$ cat src/rtl/pfc_pkg.sv
package pfc_pkg;

    typedef enum logic [1:0] {
        ACC_FETCH = 2'd0,
        ACC_LOAD  = 2'd1,
        ACC_STORE = 2'd2,
        ACC_RSVD  = 2'd3
    } acc_e;

    typedef enum logic [1:0] {
        PRV_USER  = 2'd0,
        PRV_SUPER = 2'd1,
        PRV_RSVD  = 2'd2,
        PRV_MACH  = 2'd3
    } prv_e;

    // decision chain stages
    typedef enum logic [2:0] {
        ST_WALK,
        ST_RIGHTS,
        ST_OWNER,
        ST_GRANT,
        ST_FAULT
    } chk_e;

    localparam int BIT_V = 0;
    localparam int BIT_R = 1;
    localparam int BIT_W = 2;
    localparam int BIT_X = 3;
    localparam int BIT_U = 4;

    localparam int CODE_FETCH_PF = 12;
    localparam int CODE_LOAD_PF  = 13;
    localparam int CODE_STORE_PF = 15;

endpackage

$ cat src/rtl/pfc_rights.sv
module pfc_rights
    import pfc_pkg::*;
(
    input  logic       r_i,
    input  logic       w_i,
    input  logic       x_i,
    input  acc_e       acc_i,
    input  logic       mxr_i,
    output logic       pass_o
);

    always_comb begin
        unique case (acc_i)
            ACC_FETCH: pass_o = x_i;
            ACC_LOAD:  pass_o = r_i | (mxr_i & x_i);
            ACC_STORE,
            ACC_RSVD:  pass_o = w_i;
            default:   pass_o = 1'b0;
        endcase
    end

    // an execute-only page is never readable without the relax bit
    always_comb begin
        p_xonly_load_blocked_r4: assert (!(acc_i == ACC_LOAD && !r_i && !mxr_i) || !pass_o)
            else $error("p_xonly_load_blocked_r4");
        p_store_needs_w_r3: assert (!((acc_i == ACC_STORE || acc_i == ACC_RSVD) && pass_o) || w_i)
            else $error("p_store_needs_w_r3");
    end

endmodule

$ cat src/rtl/pfc_owner.sv
module pfc_owner
    import pfc_pkg::*;
(
    input  logic u_i,
    input  prv_e prv_i,
    input  logic sum_i,
    output logic pass_o
);

    always_comb begin
        unique case (prv_i)
            PRV_USER:  pass_o = u_i;
            PRV_SUPER: pass_o = !u_i || sum_i;
            PRV_RSVD,
            PRV_MACH:  pass_o = 1'b1;
            default:   pass_o = 1'b0;
        endcase
    end

    always_comb begin
        p_user_page_only_r6: assert (!(prv_i == PRV_USER && !u_i) || !pass_o)
            else $error("p_user_page_only_r6");
    end

endmodule

$ cat src/rtl/pfc_cause.sv
module pfc_cause
    import pfc_pkg::*;
#(
    parameter int XLEN = 32
) (
    input  acc_e            acc_i,
    input  logic            fault_i,
    output logic [XLEN-1:0] cause_o
);

    logic [XLEN-1:0] code;

    always_comb begin
        unique case (acc_i)
            ACC_FETCH: code = XLEN'(CODE_FETCH_PF);
            ACC_LOAD:  code = XLEN'(CODE_LOAD_PF);
            ACC_STORE,
            ACC_RSVD:  code = XLEN'(CODE_STORE_PF);
            default:   code = '0;
        endcase
        cause_o = fault_i ? code : '0;
    end

endmodule

$ cat src/rtl/pte_perm_check.sv
module pte_perm_check
    import pfc_pkg::*;
#(
    parameter int XLEN  = 32,
    parameter int PTE_W = 32
) (
    input  logic             found_i,
    input  logic [PTE_W-1:0] pte_i,
    input  logic [1:0]       access_i,
    input  logic [1:0]       priv_i,
    input  logic             mxr_i,
    input  logic             sum_i,
    input  logic [XLEN-1:0]  vaddr_i,
    output logic             allow_o,
    output logic             fault_o,
    output logic [XLEN-1:0]  cause_o,
    output logic [XLEN-1:0]  tval_o
);

    acc_e acc;
    prv_e prv;
    logic rights_ok;
    logic owner_ok;
    chk_e end_st;

    assign acc = acc_e'(access_i);
    assign prv = prv_e'(priv_i);

    pfc_rights u_rights (
        .r_i    (pte_i[BIT_R]),
        .w_i    (pte_i[BIT_W]),
        .x_i    (pte_i[BIT_X]),
        .acc_i  (acc),
        .mxr_i  (mxr_i),
        .pass_o (rights_ok)
    );

    pfc_owner u_owner (
        .u_i    (pte_i[BIT_U]),
        .prv_i  (prv),
        .sum_i  (sum_i),
        .pass_o (owner_ok)
    );

    // walk the decision chain to its terminal stage
    always_comb begin
        chk_e st;
        st = ST_WALK;
        for (int step = 0; step < 3; step++) begin
            unique case (st)
                ST_WALK:   st = (found_i && pte_i[BIT_V]) ? ST_RIGHTS : ST_FAULT;
                ST_RIGHTS: st = rights_ok ? ST_OWNER : ST_FAULT;
                ST_OWNER:  st = owner_ok ? ST_GRANT : ST_FAULT;
                ST_GRANT:  st = ST_GRANT;
                ST_FAULT:  st = ST_FAULT;
                default:   st = ST_FAULT;
            endcase
        end
        end_st = st;
    end

    pfc_cause #(.XLEN(XLEN)) u_cause (
        .acc_i   (acc),
        .fault_i (fault_o),
        .cause_o (cause_o)
    );

    always_comb begin
        allow_o = (end_st == ST_GRANT);
        fault_o = (end_st == ST_FAULT);
        tval_o  = fault_o ? vaddr_i : '0;
    end

    always_comb begin
        p_missing_faults_r1: assert (found_i || fault_o)
            else $error("p_missing_faults_r1");
        p_invalid_faults_r2: assert (pte_i[BIT_V] || fault_o)
            else $error("p_invalid_faults_r2");
        p_sum_blocks_r5: assert (!(priv_i == 2'd1 && !sum_i && pte_i[BIT_U]) || fault_o)
            else $error("p_sum_blocks_r5");
        p_cause_known_r7: assert (!fault_o || cause_o == 32'd12 || cause_o == 32'd13 || cause_o == 32'd15)
            else $error("p_cause_known_r7");
        p_tval_addr_r8: assert (!fault_o || tval_o == vaddr_i)
            else $error("p_tval_addr_r8");
        p_exclusive_r9: assert (allow_o != fault_o)
            else $error("p_exclusive_r9");
        p_clean_grant_r9: assert (!allow_o || (cause_o == '0 && tval_o == '0))
            else $error("p_clean_grant_r9");
    end

endmodule

$ cat config.mk
export PLATFORM = sky130hd
export DESIGN_NAME = pte_perm_check
export DESIGN_NICKNAME = d
export VERILOG_FILES = /design/src/rtl/pfc_pkg.sv /design/src/rtl/pfc_rights.sv /design/src/rtl/pfc_owner.sv /design/src/rtl/pfc_cause.sv /design/src/rtl/pte_perm_check.sv
export SDC_FILE = /design/constraint.sdc
export NUM_CORES = 1
export LEC_CHECK = 0
export BUFFER_PORTS_ARGS = -buffer_cell sky130_fd_sc_hd__buf_2
export CAP_MARGIN = 25
export CORE_MARGIN = 10
export CORE_UTILIZATION = 26
export DETAILED_ROUTE_END_ITERATION = 8
export GPL_TIMING_DRIVEN = 0
export PLACE_DENSITY_LB_ADDON = 0.12
export SLEW_MARGIN = 20
export SYNTH_ARGS = -nofsm -noshare
export SYNTH_HDL_FRONTEND = slang
export SYNTH_SLANG_ARGS = --single-unit
$ cat constraint.sdc
create_clock -name vclk -period 1.93
set_input_delay 0.386 -clock vclk [all_inputs]
set_output_delay 0.386 -clock vclk [all_outputs]
set_load 0.05 [all_outputs]
==> out/metrics.yaml, run 1 <==
hp-class: "input port to output port"
grt_overflow: 0
first_pass_iters: 2
start_util: 0.268
maxCapViolCount: 0
grt_max_degree: 11
multi_input_area_um2: 805
fmax_ghz: 0.506
clock_buffers: 0
hold_start: "vaddr_i[19]"
yosysTopAreaCell: "buf_4"
failed_checks: "setup timing"
hold_end: "tval_o[19]"
track_usage: 0.126
yosys_warnings: 0
viasPerCell: 4.00
ys_top_cells_by_area: "buf_4 34%, a21boi_1 23%, a21boi_2 14%, buf_6 5.1%, a21boi_0 4.6%"
dpl_cell_area_um2: 1480
routed.top_layer: "met3"
critPathMaxStageDelay_ns: 0.45
drtIter0Drc: 20
p_per_area_nw_per_um2: 397
rows: 18
dp_cells: 220
cp_cell_sequence: "buf_6 -> nand2b_4 -> a221o_4 -> clkbuf_16 -> a21boi_2 -> buf_6"
antenna_found_initial: 0
final_nets: 273
preCtsSetupSlack_ns: -0.293
drive_above_1_share: 0.820
drtAntennaViolNets: 0
synth.most_common_cell: "buf_4"
cp-start-kind: "input port"
rsz0062_at_grt: "true"
avgSynthCellArea_um2: 8.13
wire_per_inst_um: 16.0
crit_type: "input port to output port"
io_buffers: 82
setup_ws_ns: -0.0448
run_status: "finished with violations"
arrival_ns: 1.59
post-route-period-util: 1.02
grt_pass1_vias: 1032
p_total_mw: 0.805
diodes: 0
leakage_nw: 1.10
endpoint_kind: "output port"
hold_violations: 0
io_pins: 137
period_needed_ns: 1.97
synthTopCellsByCount: "30 x buf_4, 20 x a21boi_1, 8 x a21boi_2"
syn-cell-area_um2: 658
wl_met2_mm: 2.06
die_h_um: 70.3
dpl.hpwl_mm: 2.68
gp_congestion: 0.674
fin_cells: 230
synthDistinctLibCells: 20
die_x_um: 70.3
drc: 0
tns_ns: -0.324
path_max_fanout: 7
synthCells: 81
core_area_um2: 2450
die_area_um2: 4940
final_max_slew_viol_count: 0
wl_met3_um: 411
final-setup-viol-count: 24
crit_family: "compound AO/OA/AOI/OAI gates"
nFlopsAndLatches: 0
register_area_um2: 0
cp_num_buf_inv: 3
crit_path_top_delay_cell: "a221o_4"
hold_depth: 3
yosysTopAreaCellShare: 0.342
vdd_drop_max_v: 0.000295
ys_seq_area_frac: 0
syn_to_final_growth_pct: 208
fillCellCount: 146
routed-via-count: 921
cp_common_cell: "buf_6"
fin_area_um2: 2030
wl_met1_mm: 1.20
routed_wirelength_mm: 3.67
grt_pass1_wl_mm: 5.38
crit_required_ns: 1.54
-- cell families (layout without fill, tap and decap cells) --
family | count (synthesis) | count (layout) | share of synthesized area
and+or+nand+nor | 8 | 8 | 0.0951
AOI/OAI and AO/OA | 35 | 36 | 0.481
other | 1 | 28 | 0.00570
buffers and inverters | 37 | 128 | 0.418
-- placed cells by master, fill, tap and decap left out, drive strengths merged, types with 2 or more instances in the layout --
cell type	Yosys	layout
a21boi	32	32
a221o	1	2
buf	34	122
clkbuf	2	5
conb	1	28
nand2	2	2
-- worst max-delay path by stage --
stage                  start    endpoint  slack (ns)  cells after the start
CTS                 pte_i[4]  cause_o[2]       -0.09                      8
global placement     found_i  cause_o[2]       -0.29                      7
global route        pte_i[0]  cause_o[3]       -0.08                      8
floorplan              mxr_i   tval_o[0]       -0.12                      3
finish                 mxr_i  tval_o[30]       -0.04                      6
detailed placement   found_i  cause_o[2]       -0.29                      7
-- through the flow --
stage | util | hold slack (ns)
2_1_floorplan | - | 0.943
3_3_place_gp | 0.604 | 1.19
3_5_place_dp | 0.604 | 1.19
4_1_cts | 0.784 | 1.14
5_1_grt | 0.825 | 1.15
6_report | 0.825 | 1.14
-- routing by layer --
metal | vias to the layer above | GRT usage
met5 | - | 0
met2 | 54 | 0.254
met1 | 399 | 0.113
li1 | 468 | -
met3 | 0 | 0.0650
met4 | 0 | 0
-- worst min-delay path, stage by stage --
cell and delay, ns:
buf_2 0.10, a21boi_4 0.12, buf_6 0.14
-- cell type report --
| class | instances | share of cell area |
|---|---|---|
| multi-input combinational | 72 | 0.397 |
| timing repair buffer | 91 | 0.403 |
| buffer | 36 | 0.179 |
| tap | 30 | 0.0185 |
| inverter | 1 | 0.00185 |
-- repair_timing --
action / CTS / global route
endpoints found under the setup margin: 36 / 37
resized for setup: 93 / 15
buffers inserted: 4 / 0
pin swaps: 16 / 16
hold buffers: 0 / 0
cloned: 5 / 2
-- where the power goes --
group	total [mW]	switching, mW	internal (mW)
clock network	0	0	0
registers	0	0	0
logic	0.805	0.481	0.324
Note: power is estimated with default switching activity, not from simulation.
==> run 2: changes to the inputs <==
--- a/config.mk
+++ b/config.mk
@@ -12,6 +12,7 @@
 export DETAILED_ROUTE_END_ITERATION = 8
 export GPL_TIMING_DRIVEN = 0
 export PLACE_DENSITY_LB_ADDON = 0.12
+export SETUP_SLACK_MARGIN = 0.05
 export SLEW_MARGIN = 20
 export SYNTH_ARGS = -nofsm -noshare
 export SYNTH_HDL_FRONTEND = slang
==> out/metrics.yaml, run 2 (synthesized netlist as in run 1, its figures left out) <==
crit_type: "input port to output port"
grt_max_degree: 11
track_usage: 0.119
die_x_um: 70.3
cp_cell_sequence: "buf_6 -> nand2b_4 -> a221o_2 -> buf_8 -> nand2_8 -> buf_8 -> buf_4"
gp_congestion: 0.739
setup_ws_ns: -0.0376
leakage_nw: 1.07
seqPwrFrac: 0
run_status: "finished with violations"
vdd_drop_max_v: 0.000299
first_pass_iters: 2
fin_area_um2: 1960
syn_to_final_growth_pct: 198
crit_path_top_delay_cell: "a221o_2"
cp_common_cell: "buf_8"
drive_above_1_share: 0.838
drc: 0
fmax_ghz: 0.508
critPathMaxStageDelay_ns: 0.43
diodes: 0
p_switching_mw: 0.474
dpl_cell_area_um2: 1510
swShare: 0.604
final_max_slew_viol_count: 0
crit_family: "buffers and inverters"
hold_violations: 0
grt_pass1_vias: 958
nFlopsAndLatches: 0
final-setup-viol-count: 23
wire_per_inst_um: 15.0
die_area_um2: 4940
drtAntennaViolNets: 0
maxCapViolCount: 0
pwr-share-comb: 1.000
crit_required_ns: 1.54
register_area_um2: 0
cp_num_buf_inv: 4
routed_wirelength_mm: 3.42
clock_buffers: 0
p_int_mw: 0.310
period_needed_ns: 1.97
viasPerCell: 4.03
post-route-period-util: 1.02
endpoint_kind: "output port"
rsz0062_at_grt: "true"
start_util: 0.268
arrival_ns: 1.58
antenna_found_initial: 0
clkPwrFrac: 0
io_buffers: 82
die_h_um: 70.3
grt_pass1_wl_mm: 5.15
grt_overflow: 0
dpl.hpwl_mm: 2.85
final_cell_mix: "38 x buf_6, 38 x buf_2, 35 x buf_4"
drtIter0Drc: 17
rows: 18
path_max_fanout: 10
cp-start-kind: "input port"
whs_ns: 1.14
routed-via-count: 915
failed_checks: "setup timing"
final_nets: 270
hp-class: "input port to output port"
p_per_area_nw_per_um2: 399
core_area_um2: 2450
io_pins: 137
run 2: path summary, 6_finish.rpt:
kind,end,startpoint,cells past startpoint
worst max-delay path,cause_o[3],mxr_i,7
worst min-delay path,tval_o[11],vaddr_i[11],3
run 2: tightest hold or removal path: stages:
cell and delay, ns:
buf_2 0.09, a21boi_4 0.12, buf_6 0.15
run 2: routing by layer:
| layer | global-route usage | vias to the layer above | share of wire |
|---|---|---|---|
| li1 | - | 457 | - |
| met1 | 0.117 | 410 | 0.31 |
| met2 | 0.240 | 48 | 0.60 |
| met3 | 0.0424 | 0 | 0.088 |
| met4 | 0 | 0 | 0 |
| met5 | 0 | - | 0 |
run 2: per-stage QoR:
stage / instances / util / power, mW / setup slack (ns) / setup TNS (ns)
global route: 227 / 0.800 / 0.816 / -0.0697 / -1.41
floorplan: 108 / - / 0.533 / -0.124 / -1.11
global placement: 220 / 0.616 / 0.640 / -0.322 / -7.86
CTS: 225 / 0.750 / 0.749 / -0.0477 / -0.479
detailed placement: 220 / 0.616 / 0.647 / -0.349 / -8.38
finish: 227 / 0.800 / 0.784 / -0.0376 / -0.384
run 2: layout make-up:
cell class	instances	area, um2
multi-input cells	71	785
well taps	30	37.5
fillers	161	490
inverters	1	6.26
repair buffers	89	790
plain buffers	36	347
run 2: timing repair:
item,CTS,global route
setup endpoints to repair,37,37
hold endpoints to repair,0,0
gates resized for setup,81,19
setup buffers,5,0
pin swaps,2,7
hold buffers,0,0
gates cloned,0,2
run 2: power by group through the flow:
stage / logic, mW / registers [mW] / clock network [mW]
3_3_place_gp: 0.640 / 0 / 0
6_report: 0.784 / 0 / 0
3_5_place_dp: 0.647 / 0 / 0
5_1_grt: 0.816 / 0 / 0
2_1_floorplan: 0.533 / 0 / 0
4_1_cts: 0.749 / 0 / 0
==> run 3: changes to the inputs <==
--- a/config.mk
+++ b/config.mk
@@ -7,13 +7,14 @@
 export LEC_CHECK = 0
 export BUFFER_PORTS_ARGS = -buffer_cell sky130_fd_sc_hd__buf_2
 export CAP_MARGIN = 25
+export CELL_PAD_IN_SITES_DETAIL_PLACEMENT = 1
+export CELL_PAD_IN_SITES_GLOBAL_PLACEMENT = 1
 export CORE_MARGIN = 10
-export CORE_UTILIZATION = 26
+export CORE_UTILIZATION = 12
 export DETAILED_ROUTE_END_ITERATION = 8
 export GPL_TIMING_DRIVEN = 0
 export PLACE_DENSITY_LB_ADDON = 0.12
 export SETUP_SLACK_MARGIN = 0.05
-export SLEW_MARGIN = 20
 export SYNTH_ARGS = -nofsm -noshare
 export SYNTH_HDL_FRONTEND = slang
 export SYNTH_SLANG_ARGS = --single-unit
==> constraint.sdc (replaced) <==
create_clock -name vclk -period 1.62
set_input_delay 0.324 -clock vclk [all_inputs]
set_output_delay 0.324 -clock vclk [all_outputs]
set_load 0.05 [all_outputs]
==> out/metrics.yaml, run 3 (synthesized netlist as in run 1, its figures left out) <==
run_status: "finished with violations"
failed_checks: "setup timing"
crit_required_ns: 1.30
period_needed_ns: 1.87
drtIter0Drc: 6
post-route-period-util: 1.15
final-setup-viol-count: 38
track_usage: 0.0796
wire_per_inst_um: 14.6
nFlopsAndLatches: 0
start_util: 0.126
cp_num_buf_inv: 3
swShare: 0.584
grt_pass1_wl_mm: 5.80
p_int_mw: 0.418
diodes: 0
clkPwrFrac: 0
grt_pass1_vias: 1064
crit_type: "input port to output port"
path_depth: 6
cp-start-kind: "input port"
fin_cells: 269
hold_end: "tval_o[23]"
crit_family: "compound AO/OA/AOI/OAI gates"
hold_depth: 3
final_nets: 272
seqPwrFrac: 0
layout_commonest_cell: "buf_2"
vdd_drop_max_v: 0.000155
p_per_area_nw_per_um2: 457
arrival_ns: 1.55
core_area_um2: 5200
setup_ws_ns: -0.250
drc: 0
pwr-share-comb: 1.000
die_x_um: 94.1
viasPerCell: 3.46
fillCellCount: 600
syn_to_final_growth_pct: 234
routed-via-count: 932
leakage_nw: 1.15
dp_cells: 260
hold_start: "vaddr_i[23]"
rsz0062_at_grt: "true"
maxCapViolCount: 0
io_buffers: 82
first_pass_iters: 2
grt_max_degree: 11
routed_wirelength_mm: 3.94
hp-class: "input port to output port"
final_cell_mix: "36 x buf_2, 33 x buf_6, 32 x buf_4"
p_switching_mw: 0.586
fmax_ghz: 0.535
clock_buffers: 0
final_max_slew_viol_count: 0
hold_violations: 0
rows: 26
drtAntennaViolNets: 0
postLayoutCoreUtil: 0.422
path_max_fanout: 10
grt_overflow: 0
register_area_um2: 0
endpoint_kind: "output port"
die_h_um: 94.1
crit_path_top_delay_cell: "a221o_2"
antenna_found_initial: 0
gp_congestion: 0.727
critPathMaxStageDelay_ns: 0.46
cp_cell_sequence: "buf_6 -> nand2b_4 -> a221o_2 -> clkbuf_16 -> a21boi_4 -> buf_8"
drive_above_1_share: 0.854
io_pins: 137
die_area_um2: 8850
## run 3: layer usage
metal | share of wire | global-route usage | up-vias
met5 | 0 | 0 | -
met4 | 0 | 0 | 0
met3 | 0.12 | 0.0352 | 0
met2 | 0.56 | 0.168 | 59
met1 | 0.32 | 0.0702 | 416
li1 | - | - | 457
## run 3: power groups by stage
stage | sequential [mW] | clock [mW] | combinational (mW)
2_1_floorplan | 0 | 0 | 0.657
3_3_place_gp | 0 | 0 | 0.794
3_5_place_dp | 0 | 0 | 0.803
4_1_cts | 0 | 0 | 0.978
5_1_grt | 0 | 0 | 1.05
6_report | 0 | 0 | 1.00
## run 3: worst max-delay path by stage
stage / start / to / slack (ns)
after floorplan: found_i / cause_o[2] / -0.29
after global placement: found_i / cause_o[3] / -0.68
after detailed placement: found_i / cause_o[2] / -0.74
after CTS: sum_i / tval_o[7] / -0.30
after global routing: priv_i[1] / tval_o[4] / -0.30
final: mxr_i / tval_o[20] / -0.25
## run 3: what timing repair did
| action | CTS | global route |
|---|---|---|
| pin swaps | 15 | 13 |
| endpoints found under the setup margin | 38 | 38 |
| cloned | 2 | 1 |
| hold buffers | 0 | 0 |
| buffers inserted | 6 | 1 |
| gates resized for setup | 104 | 17 |
## run 3: cell type report
class | instances | area (um2) | area share
plain buffers | 36 | 368 | 0.167
well taps | 70 | 87.6 | 0.0398
multi-input cells | 71 | 847 | 0.385
repair buffers | 91 | 890 | 0.405
inverters | 1 | 6.26 | 0.00285
## run 3: per-stage QoR
stage	setup TNS [ns]	setup slack, ns	instance area (um2)	hold WS (ns)	power (mW)
2_1_floorplan	-6.38	-0.291	1140	0.819	0.657
3_3_place_gp	-20.58	-0.684	1640	1.07	0.794
3_5_place_dp	-22.43	-0.741	1640	1.07	0.803
6_report	-8.33	-0.250	2200	1.01	1.00
4_1_cts	-9.26	-0.295	2130	1.02	0.978
5_1_grt	-10.04	-0.305	2200	1.02	1.05
